### src/rtl/tdm_tx_pkg.sv
package tdm_tx_pkg;

    localparam int SAMPLE_W = 32;
    localparam int BIT_W    = $clog2(SAMPLE_W);

    typedef enum logic [1:0] {
        S_IDLE    = 2'd0,
        S_DATA    = 2'd1,
        S_MUTE    = 2'd2,
        S_STARVED = 2'd3
    } tx_state_e;

    // Keep-mask for the valid top bits of a left-aligned word.
    function automatic logic [SAMPLE_W-1:0] width_keep(input logic [1:0] code);
        logic [SAMPLE_W-1:0] m;
        case (code)
            2'd0:    m = {{16{1'b1}}, {(SAMPLE_W-16){1'b0}}};
            2'd1:    m = {{24{1'b1}}, {(SAMPLE_W-24){1'b0}}};
            default: m = {SAMPLE_W{1'b1}};
        endcase
        return m;
    endfunction

endpackage

### src/rtl/tdm_tx_cfg_decode.sv
module tdm_tx_cfg_decode
    import tdm_tx_pkg::*;
#(
    parameter int MAX_SLOTS = 8,
    parameter int CNT_W     = 4
) (
    input  logic                 cfg_tdm,
    input  logic [CNT_W-1:0]     cfg_slots,
    input  logic                 cfg_len32,
    input  logic [1:0]           cfg_dsize,
    input  logic [MAX_SLOTS-1:0] cfg_slot_mask,
    output logic [CNT_W-1:0]     eff_slots,
    output logic [CNT_W-1:0]     half_slots,
    output logic [BIT_W-1:0]     last_bit,
    output logic [SAMPLE_W-1:0]  keep,
    output logic [MAX_SLOTS-1:0] slot_live
);

    localparam int EXT_W = CNT_W + 1;

    logic [EXT_W-1:0] raw_cnt;
    logic [EXT_W-1:0] even_cnt;

    always_comb begin
        raw_cnt  = cfg_tdm ? {1'b0, cfg_slots} : EXT_W'(2);
        even_cnt = raw_cnt + {{CNT_W{1'b0}}, raw_cnt[0]};
        if (even_cnt == '0) begin
            eff_slots = CNT_W'(2);
        end else if (even_cnt > EXT_W'(MAX_SLOTS)) begin
            eff_slots = CNT_W'(MAX_SLOTS);
        end else begin
            eff_slots = even_cnt[CNT_W-1:0];
        end
    end

    assign half_slots = eff_slots >> 1;
    assign last_bit   = cfg_len32 ? BIT_W'(31) : BIT_W'(15);
    assign keep       = width_keep(cfg_dsize);

    for (genvar i = 0; i < MAX_SLOTS; i++) begin : g_live
        assign slot_live[i] = cfg_slot_mask[i] && (CNT_W'(i) < eff_slots);
    end

endmodule

### src/rtl/tdm_tx_fifo_watch.sv
module tdm_tx_fifo_watch #(
    parameter int LVL_W = 5
) (
    input  logic [LVL_W-1:0] level,
    input  logic [LVL_W-1:0] thresh,
    output logic             req
);

    assign req = (level < thresh);

endmodule

### src/rtl/tdm_tx_shifter.sv
module tdm_tx_shifter
    import tdm_tx_pkg::*;
(
    input  logic                clk,
    input  logic                rst_n,
    input  logic                clear,
    input  logic                adv,
    input  logic                load,
    input  logic [SAMPLE_W-1:0] load_word,
    input  logic                delay_en,
    output logic                sdata
);

    logic [SAMPLE_W-1:0] sh_q;
    logic                cur_q;
    logic                dly_q;

    always_ff @(posedge clk) begin
        if (!rst_n || clear) begin
            sh_q  <= '0;
            cur_q <= 1'b0;
            dly_q <= 1'b0;
        end else if (adv) begin
            dly_q <= cur_q;
            if (load) begin
                cur_q <= load_word[SAMPLE_W-1];
                sh_q  <= {load_word[SAMPLE_W-2:0], 1'b0};
            end else begin
                cur_q <= sh_q[SAMPLE_W-1];
                sh_q  <= {sh_q[SAMPLE_W-2:0], 1'b0};
            end
        end
    end

    assign sdata = delay_en ? dly_q : cur_q;

endmodule

### src/rtl/tdm_tx_serializer.sv
module tdm_tx_serializer
    import tdm_tx_pkg::*;
#(
    parameter int MAX_SLOTS  = 8,
    parameter int FIFO_DEPTH = 16,
    localparam int CNT_W     = $clog2(MAX_SLOTS + 1),
    localparam int LVL_W     = $clog2(FIFO_DEPTH + 1)
) (
    input  logic                 clk,
    input  logic                 rst_n,
    input  logic                 bclk_en,
    input  logic                 cfg_run,
    input  logic                 cfg_tdm,
    input  logic [CNT_W-1:0]     cfg_slots,
    input  logic                 cfg_len32,
    input  logic [1:0]           cfg_dsize,
    input  logic [MAX_SLOTS-1:0] cfg_slot_mask,
    input  logic                 cfg_i2s,
    input  logic                 cfg_fs_rising,
    input  logic [LVL_W-1:0]     cfg_thresh,
    input  logic [31:0]          fifo_data,
    input  logic                 fifo_empty,
    input  logic [LVL_W-1:0]     fifo_level,
    output logic                 fifo_rd,
    output logic                 sdata,
    output logic                 fsync,
    output logic                 underflow,
    output logic                 fifo_req
);

    localparam int SLOT_W = (MAX_SLOTS > 1) ? $clog2(MAX_SLOTS) : 1;

    logic [CNT_W-1:0]     eff_slots;
    logic [CNT_W-1:0]     half_slots;
    logic [BIT_W-1:0]     last_bit;
    logic [SAMPLE_W-1:0]  keep;
    logic [MAX_SLOTS-1:0] slot_live;

    tdm_tx_cfg_decode #(
        .MAX_SLOTS(MAX_SLOTS),
        .CNT_W    (CNT_W)
    ) u_decode (
        .cfg_tdm      (cfg_tdm),
        .cfg_slots    (cfg_slots),
        .cfg_len32    (cfg_len32),
        .cfg_dsize    (cfg_dsize),
        .cfg_slot_mask(cfg_slot_mask),
        .eff_slots    (eff_slots),
        .half_slots   (half_slots),
        .last_bit     (last_bit),
        .keep         (keep),
        .slot_live    (slot_live)
    );

    tdm_tx_fifo_watch #(
        .LVL_W(LVL_W)
    ) u_watch (
        .level (fifo_level),
        .thresh(cfg_thresh),
        .req   (fifo_req)
    );

    tx_state_e        state_q, state_n;
    logic [CNT_W-1:0] slot_q, slot_n;
    logic [BIT_W-1:0] bit_q, bit_n;
    logic             slot_start;
    logic [CNT_W-1:0] start_slot;
    logic             sel_live;
    logic             pop;
    logic             starve;
    logic             adv;
    logic             clear;
    logic [SAMPLE_W-1:0] load_word;
    logic             fsync_q;
    logic             underflow_q;

    // Next-state and position logic
    always_comb begin
        state_n    = state_q;
        slot_n     = slot_q;
        bit_n      = bit_q;
        slot_start = 1'b0;
        start_slot = '0;
        if (!cfg_run) begin
            state_n = S_IDLE;
            slot_n  = '0;
            bit_n   = '0;
        end else begin
            unique case (state_q)
                S_IDLE: begin
                    if (bclk_en) begin
                        slot_start = 1'b1;
                        start_slot = '0;
                    end
                end
                S_DATA, S_MUTE, S_STARVED: begin
                    if (bclk_en) begin
                        if (bit_q == last_bit) begin
                            slot_start = 1'b1;
                            start_slot = (slot_q >= eff_slots - CNT_W'(1)) ? '0
                                                                           : slot_q + CNT_W'(1);
                        end else begin
                            bit_n = bit_q + BIT_W'(1);
                        end
                    end
                end
                default: state_n = S_IDLE;
            endcase
        end
        sel_live = slot_live[start_slot[SLOT_W-1:0]];
        if (slot_start) begin
            slot_n = start_slot;
            bit_n  = '0;
            if (!sel_live) begin
                state_n = S_MUTE;
            end else if (fifo_empty) begin
                state_n = S_STARVED;
            end else begin
                state_n = S_DATA;
            end
        end
    end

    assign pop       = slot_start && sel_live && !fifo_empty;
    assign starve    = slot_start && sel_live && fifo_empty;
    assign adv       = cfg_run && bclk_en;
    assign clear     = !cfg_run || ((state_q == S_IDLE) && !slot_start);
    assign load_word = pop ? (fifo_data & keep) : '0;
    assign fifo_rd   = pop;

    // State register
    always_ff @(posedge clk) begin
        if (!rst_n) begin
            state_q <= S_IDLE;
            slot_q  <= '0;
            bit_q   <= '0;
        end else begin
            state_q <= state_n;
            slot_q  <= slot_n;
            bit_q   <= bit_n;
        end
    end

    // Registered outputs
    always_ff @(posedge clk) begin
        if (!rst_n) begin
            fsync_q     <= 1'b0;
            underflow_q <= 1'b0;
        end else begin
            if (starve) begin
                underflow_q <= 1'b1;
            end
            if (!cfg_run) begin
                fsync_q <= ~cfg_fs_rising;
            end else if (slot_start) begin
                fsync_q <= (start_slot < half_slots) ^ ~cfg_fs_rising;
            end else if (state_q == S_IDLE) begin
                fsync_q <= ~cfg_fs_rising;
            end
        end
    end

    tdm_tx_shifter u_shift (
        .clk      (clk),
        .rst_n    (rst_n),
        .clear    (clear),
        .adv      (adv),
        .load     (slot_start),
        .load_word(load_word),
        .delay_en (cfg_i2s),
        .sdata    (sdata)
    );

    assign fsync     = fsync_q;
    assign underflow = underflow_q;

endmodule

### config.mk
export PLATFORM = sky130hd
export DESIGN_NAME = tdm_tx_serializer
export DESIGN_NICKNAME = d
export VERILOG_FILES = /design/src/rtl/tdm_tx_pkg.sv /design/src/rtl/tdm_tx_cfg_decode.sv /design/src/rtl/tdm_tx_fifo_watch.sv /design/src/rtl/tdm_tx_shifter.sv /design/src/rtl/tdm_tx_serializer.sv
export SDC_FILE = /design/constraint.sdc
export NUM_CORES = 1
export LEC_CHECK = 0
export BUFFER_PORTS_ARGS = -buffer_cell sky130_fd_sc_hd__buf_2
export CORE_MARGIN = 1
export CORE_UTILIZATION = 40
export CTS_BUF_LIST = sky130_fd_sc_hd__clkbuf_4 sky130_fd_sc_hd__clkbuf_8 sky130_fd_sc_hd__clkbuf_16
export CTS_CLUSTER_DIAMETER = 150
export DETAILED_ROUTE_END_ITERATION = 12
export GPL_TIMING_DRIVEN = 0
export PLACE_DENSITY = 0.63
export SYNTH_ARGS = -nofsm -noshare
export SYNTH_HDL_FRONTEND = slang
export SYNTH_HIERARCHICAL = 1
export SYNTH_SLANG_ARGS = --single-unit
### constraint.sdc
create_clock -name clk -period 5.1 [get_ports clk]
set_clock_uncertainty 0.05 [all_clocks]
set_input_delay 1.02 -clock clk [delete_from_list [all_inputs] [get_ports clk]]
set_output_delay 1.02 -clock clk [all_outputs]
set_load 0.01 [all_outputs]
==> results of run 1 <==
==> cell usage in the layout, fill, tap and decap left out, drive strengths merged, types with 2 or more instances in the layout <==
master and count:
a211o 2, a211oi 35, a21boi 2, a21oi 7, a31oi 3, and2 7, and3 36, buf 133
clkbuf 10, conb 22, dfxtp 46, ha 15, inv 22, mux2 2, mux2i 36, nand2 10
nand2b 5, nand3 5, nand4 4, nor2 45, nor2b 6, nor3 2, nor4 3, o211ai 3
o21a 3, o21ai 3, o32ai 2, or2 3, xnor2 8, xor2 6
==> per-stage QoR <==
stage,cell area (sq um),util
floorplan,3490,-
global placement,3950,0.478
detailed placement,3950,0.478
CTS,4180,0.506
global route,4220,0.512
finish,4220,0.512
==> state kept, by name (all words and copies together) (netlist names) <==
signal,flops
u_shift/sh_q,31
state_q,2
bit_q,5
u_shift/dly_q,1
fsync,1
slot_q,4
underflow,1
u_shift/cur_q,1
==> what timing repair did <==
action / 4_1_cts / 5_1_grt
setup buffers: 9 / 2
gates cloned: 0 / 0
endpoints found under the setup margin: 2 / 2
hold buffers: 0 / 0
hold endpoints to repair: 0 / 0
resized for setup: 14 / 7
pin swaps: 10 / 5
==> cell families after synthesis <==
logic type,after synthesis
mux,38
xor+xnor,14
flops,46
simple gates,130
compound gates,68
other cells,2
buf+inv,82
fa+ha+maj,15
==> final timing paths <==
check	endpoint	cells past startpoint
worst max-delay path	fifo_rd	16
worst min-delay path	u_shift/sh_q[18]	2
worst max register to register	fsync	14
worst min register to register	u_shift/sh_q[18]	2
==> worst register-to-register path, delay by kind of cell, from the launching register on <==
| family | cells | cell delay (ns) |
|---|---|---|
| AOI/OAI and AO/OA | 4 | 0.89 |
| adders and majority gates | 2 | 0.49 |
| buffers and inverters | 2 | 0.36 |
| DFF | 1 | 0.38 |
| and+or+nand+nor | 6 | 0.95 |
==> power by group <==
group	total, W	switching [W]	internal (W)
clock network	0.000233	0.000134	0.0000991
logic	0.000198	0.0000916	0.000106
registers	0.000370	0.00000383	0.000366
==> cell type report <==
class | count | area share
inverters | 21 | 0.0187
well taps | 105 | 0.0311
plain buffers | 61 | 0.110
flip-flops and latches | 46 | 0.218
multi-input cells | 287 | 0.495
clock inverters | 3 | 0.00592
clock buffers | 5 | 0.0163
repair buffers | 77 | 0.105
==> metal layers <==
layer | wire [um] | part of all wire
met5 | 0 | 0
met4 | 18 | 0.0026
met3 | 292 | 0.042
met2 | 3300 | 0.47
met1 | 3360 | 0.48
==> results.txt, run 1 <==
- The run finished with clean final reports.
- Die Width: 94.4 um
- Power density normalized to cell area: 190 nW/um^2
- Largest delay contributor family on the critical path: compound AO/OA/AOI/OAI gates
- Synthesis produced a netlist whose cell count is approximately 400.
- By area, the combinational part of the netlist is dominated by simple AND/OR/NAND/NOR gates.
- Detailed placement finished with a half-perimeter wire length of 5270 um.
- Setup repair after global routing could not meet its margin everywhere.
- Synth area leaders: sky130_fd_sc_hd__dfxtp_1 (27%), sky130_fd_sc_hd__mux2i_1 (11%), sky130_fd_sc_hd__buf_4 (8.8%)
- Largest net degree at the start of global routing: 17
* Fmax: between 200 and 250 MHz
- Ratio of final minimum period to clock period: 0.970
- Worst setup slack after layout: 0.151 ns
- Synthesis instantiated 55 different standard cells from the library.
- Pin placement for this block handled 70 I/O pins.
- At the pin with the least slew margin, the transition time is 0.867 ns.
- Clock Pin Slew Worst Setup and Hold Paths: ~0.10 ns
* Synth Cell Area: 3410 sq um
- Mean post-synth cell area: 8.64 sq um
- Clock insertion delay at the later pin of the skew report: roughly 0.30 ns
* Clock tree from TritonCTS: yes
- Total congestion overflow after global routing: 0
* Cell at the root of the clock tree: sky130_fd_sc_hd__clkbuf_8
* First-pass GRT wire length: roughly 12000 um
- Measured against the total synthesized area, the mux share comes to 0.113.
- Category of the critical setup timing path: in2out
* CP max stage cell: sky130_fd_sc_hd__a2111o_1
- VDD sags by at most 0.136 mV.
- After synthesis, the share of flip-flops with an asynchronous set or reset is 0.
- The die covers 8910 sq um.
* Number of diodes: 0
- Wires add up to 6970 um.
- Max Cap Violations: 0
- Measured against its own limit, the worst slew margin works out to 0.419.
- Class of the tightest hold or removal check: reg2reg
* Worst Setup Slack post-DPL: -0.679 ns
* H-tree lvl count: 2
* Worst Path Arrival: a little under 4 ns
- The count of cells in the finished layout, fillers not included, comes to 605.
- In the final layout, the multi-input gates occupy approximately 2100 sq um.
- Synth Area in Compound Gates: 0.155
- CP Launch Point: cfg_tdm
* Area share of the largest cell type after synthesis: 0.270
- Final setup violation count: 0
- The via count of the first global-routing pass is 2720.
* Area used by sequential logic in the layout: 921 sq um
- Clock sinks: 46
* CP startpoint kind: input pin
- XOR/XNOR Fraction of Synth Area: 0.0359
- Time the final worst path needs with I/O delays and setup: a little under 5 ns
- Layout cell share with drive strength beyond 1: 0.324
* Number of warning messages in the yosys log: 6
- The number of antenna violations at the first check in global routing was 0.
* Buf/Inv on CP: 4
- Most numerous cell types in the synthesized netlist: sky130_fd_sc_hd__dfxtp_1 (46), sky130_fd_sc_hd__nor2_1 (45), sky130_fd_sc_hd__buf_4 (40), sky130_fd_sc_hd__mux2i_1 (36), sky130_fd_sc_hd__and3_1 (35)
- Via density per instance: roughly 4.8
* Leakage power figure: roughly 1.9 nW
- Among all flip-flop cells after synthesis, the most frequent one is sky130_fd_sc_hd__dfxtp_1.
- Counting along the longest clock path gives a buffer depth of 2.
* HP Start: u_shift/sh_q[18]
- Total power for the finished layout comes to 0.000801 W.
- STA classifies the critical path endpoint as a primary output.
- Area growth from synthesis to layout: 23.7%
* Cell type with the highest aggregate area in the netlist: sky130_fd_sc_hd__dfxtp_1
- Buffers placed on the I/O ports in this run total between 60 and 70.
* Final slew viol count: 0
* Grt peak-use layer: met2
- Along the worst path, the maximum fanout reaches 5.
* Number of DRC violations after detailed routing: 0
* Number of synthesized register bits: 46
- For the final routed database, the setup TNS stands at 0 ns.
- Fraction of met1 tracks used by global routing: 0.199
- Seq/Total Area, Yosys: 0.270
- Routed Antenna Nets: 0
* Endpoint required time on the critical path: 4.03 ns
- GR Util All Layers: 0.159
* Minimum hold slack: 0.438 ns
- The worst register-to-register path has a setup slack of ~1.9 ns.
* Grt met2 use: 0.293
- Starting density of the core: 0.413
* Via count: 2930
- Total of fill cells in the finished design: ~810
* Adder-cell area share of the yosys netlist: 0.0550
* Placed Instances: between 500 and 600
- Rows: 33
- Average routed wire per standard cell: between 10 and 15 um
- Number of synthesized flops with an enable pin: 0
- Die Span Y: 94.4 um
- Final weighted congestion of routability-driven global placement: 0.797
- The core region is 8260 sq um.
- The net count of the finished layout is 579.
- Detailed Routing Iterations Pass 1: 5
- Worst reg2reg path startpoint: slot_q[0]
* Most common cell in the synthesized netlist: sky130_fd_sc_hd__dfxtp_1
- Of the total synthesized cell area, the portion taken by AND, OR, NAND and NOR gates is 0.209.
* Count of final hold-check violations: 0
- Number of DRC violations after detailed-routing iteration 0: 98
- Cells traversed along the worst timing path: buf_12 -> and2_4 -> ha_4 -> nor2b_4 -> a211oi_4 -> o21ba_4 -> nor3_4 -> xnor2_2 -> ha_1 -> a2111o_1 -> nor4_4 -> buf_4 -> and3_4 -> nor4_4 -> buf_6 -> buf_6
- Slowest Stage Delay on Critical Path: 0.42 ns
- Num CTS Buffers: 5
* GR met3 Demand/Resource: 0.0258
Note: power is estimated with default switching activity, not from simulation.
==> run 2, diff against run 1 <==
- CORE_UTILIZATION: 40 -> 50
- PLACE_DENSITY: 0.63 -> 0.77
==> run 2 against run 1 <==
- the flow now finishes with violations (DRC)
- design area down 1.7%
- critical path type unchanged
- global-route usage up 4.7 points
- clock power down 4%
==> results.txt, run 2 (synthesized netlist as in run 1, its figures left out) <==
* Status: finished, violations left
* Violations in the final reports: DRC
- Across the run, the number of max-cap violations was 0.
- Counting every sink on the clock net gives 46.
- The detail route stage leaves a number of antenna-violating nets equal to 0.
* Starting density of the core: 0.529
* Fmax: 201 MHz
* I/O pin count: 70
- Summing over every cut layer, the via total after detailed routing is 2964.
- Vias in the first global route: ~2800
* Category of the critical setup timing path: in2out
- The worst setup path is launched from an input pin.
- Placed standard-cell area: 3920 sq um
- GR met3 Demand/Resource: 0.0344
* Num CTS Buffers: 5
- Number of DRC violations after detailed-routing iteration 0: 136
* Largest registers ranked by flip-flop count: u_shift/sh_q (31), bit_q (5), slot_q (4)
- Class of the tightest hold or removal check: reg2reg
- Die ar.: 7160 sq um
* Normalized max-slew margin: 0.466
- Ratio of final minimum period to clock period: 0.976
* Power density normalized to cell area: 190 nW/um^2
- Final slew viol count: 0
- Worst-Margin Slew: roughly 0.8 ns
* Area growth from synthesis to layout: 21.7%
* Hold Path Cell Cnt: 1
- The worst setup path is captured at a primary output.
- Number of nets in the finished design: roughly 580
- Largest net degree at the start of global routing: 16
- Bufs on Longest Clock Path: 2
* GR Util All Layers: 0.206
* Core ar.: 6460 sq um
- Average routed wire per standard cell: roughly 13 um
* Worst Path Arrival: 3.91 ns
* Number of DRC violations after detailed routing: 4
* Drt total wl: 7240 um
* VDD IR-drop max: 0.117 mV
- Fraction of met1 tracks used by global routing: 0.256
- Detailed Routing Iterations Pass 1: 8
- Once layout is complete, the utilization of the core stands at 0.643.
* Number of diodes: 0
- Layout cell share with drive strength beyond 1: 0.323
- Measured along the x axis, the die boundary spans 84.6 um.
- The first global-routing pass estimated ~12000 um of wire.
- The congestion estimate from routability-driven global placement came to 0.810.
- For this design, the CTS-stage hold fixing added 0 buffers.
- Commonest non-fill, non-tap cells in the layout: sky130_fd_sc_hd__buf_2 (72), sky130_fd_sc_hd__buf_4 (50), sky130_fd_sc_hd__dfxtp_1 (46)
* Final setup violation count: 0
- The later pin in the worst-skew pair is clocked with a latency of ~0.3 ns.
- Grt met2 use: 0.373
* Total congestion overflow after global routing: 0
- Data on the critical path is required at its endpoint by approximately 4 ns.
- Die Span Y: between 80 and 90 um
- Once layout is done, the placed cells without fillers occupy 4150 sq um.
- Port bufs: 66
- The H-tree was split into 2 levels.
- After clock tree synthesis, the clock-pin slew on the worst setup and hold paths is approximately 0.080 ns.
- Summed over all cells, the static leakage comes to approximately 1.9 nW.
- Biggest fanout along the worst timing path: 4
- Cell at the root of the clock tree: sky130_fd_sc_hd__clkbuf_8
* Most common cell after layout, fill and taps aside: sky130_fd_sc_hd__buf_2
- Via density per instance: 5.15
- The floorplan has 29 rows.
* Grt peak-use layer: met2
- DPL Wire Length: 5270 um
- Count of final hold-check violations: 0
- The register with the most flip-flops in the layout has 31 of them.
* Largest reg by FF count: u_shift/sh_q
- Time the final worst path needs with I/O delays and setup: 4.98 ns
* Antenna violations before repair: 0
* Clock tree from TritonCTS: yes
- Measured in cells, the most critical reg-to-reg path has a length of 15.
-- run 2: final cells by class --
cell class	count	area, sq um
multi-input cells	287	2090
fillers	553	2300
plain buffers	61	467
inverters	21	78.8
repair buffers	76	412
clock buffers	5	68.8
clock inverters	3	21.3
flip-flops and latches	46	921
well taps	77	96.3
-- run 2: repair_timing --
item / 4_1_cts / 5_1_grt
pin swaps: 6 / 8
setup buffers: 9 / 1
endpoints found under the hold margin: 0 / 0
endpoints found under the setup margin: 2 / 2
gates resized for setup: 8 / 8
-- run 2: metal layers --
| metal | vias up | wire, um |
|---|---|---|
| met5 | - | 0 |
| met4 | 0 | 44 |
| met3 | 6 | 265 |
| met2 | 59 | 3490 |
| met1 | 1364 | 3440 |
| li1 | 1535 | - |
-- run 2: path summary, 6_finish.rpt --
kind	startpoint	to	slack, ns
setup / recovery	cfg_slots[0]	fifo_rd	0.12
hold / removal	underflow	underflow	0.43
setup reg to reg	slot_q[0]	fsync	1.80
hold reg to reg	underflow	underflow	0.43
-- run 2: worst max-delay path: stages --
cell and delay, ns:
sky130_fd_sc_hd__buf_2 0.12, sky130_fd_sc_hd__and2_4 0.16, sky130_fd_sc_hd__ha_4 0.18, sky130_fd_sc_hd__nor2b_4 0.13, sky130_fd_sc_hd__a211oi_4 0.08, sky130_fd_sc_hd__nor2_1 0.32
sky130_fd_sc_hd__nor3_4 0.07, sky130_fd_sc_hd__xnor2_1 0.14, sky130_fd_sc_hd__ha_1 0.31, sky130_fd_sc_hd__a2111o_1 0.46, sky130_fd_sc_hd__nor4_4 0.21, sky130_fd_sc_hd__buf_4 0.18
sky130_fd_sc_hd__and3_4 0.20, sky130_fd_sc_hd__nor4_4 0.06, sky130_fd_sc_hd__buf_6 0.13, sky130_fd_sc_hd__buf_2 0.13
-- run 2: power by group --
part / switching (W) / internal [W]
Combinational: 0.0000928 / 0.000103
Clock: 0.000128 / 0.0000964
Sequential: 0.00000398 / 0.000366
Total: 0.000225 / 0.000566
-- run 2: metrics by stage --
stage | cells | hold slack (ns) | worst slack [ns] | total power [W] | TNS (ns)
6_report | 576 | 0.425 | 0.123 | 0.000791 | 0
5_1_grt | 576 | 0.458 | -0.0101 | 0.000832 | -0.0101
4_1_cts | 575 | 0.429 | 0.0162 | 0.000792 | 0
3_5_place_dp | 558 | 0.407 | -0.673 | 0.000560 | -3.06
3_3_place_gp | 558 | 0.402 | -0.628 | 0.000555 | -1.26
2_1_floorplan | 415 | 0.390 | 0.0751 | 0.000510 | 0
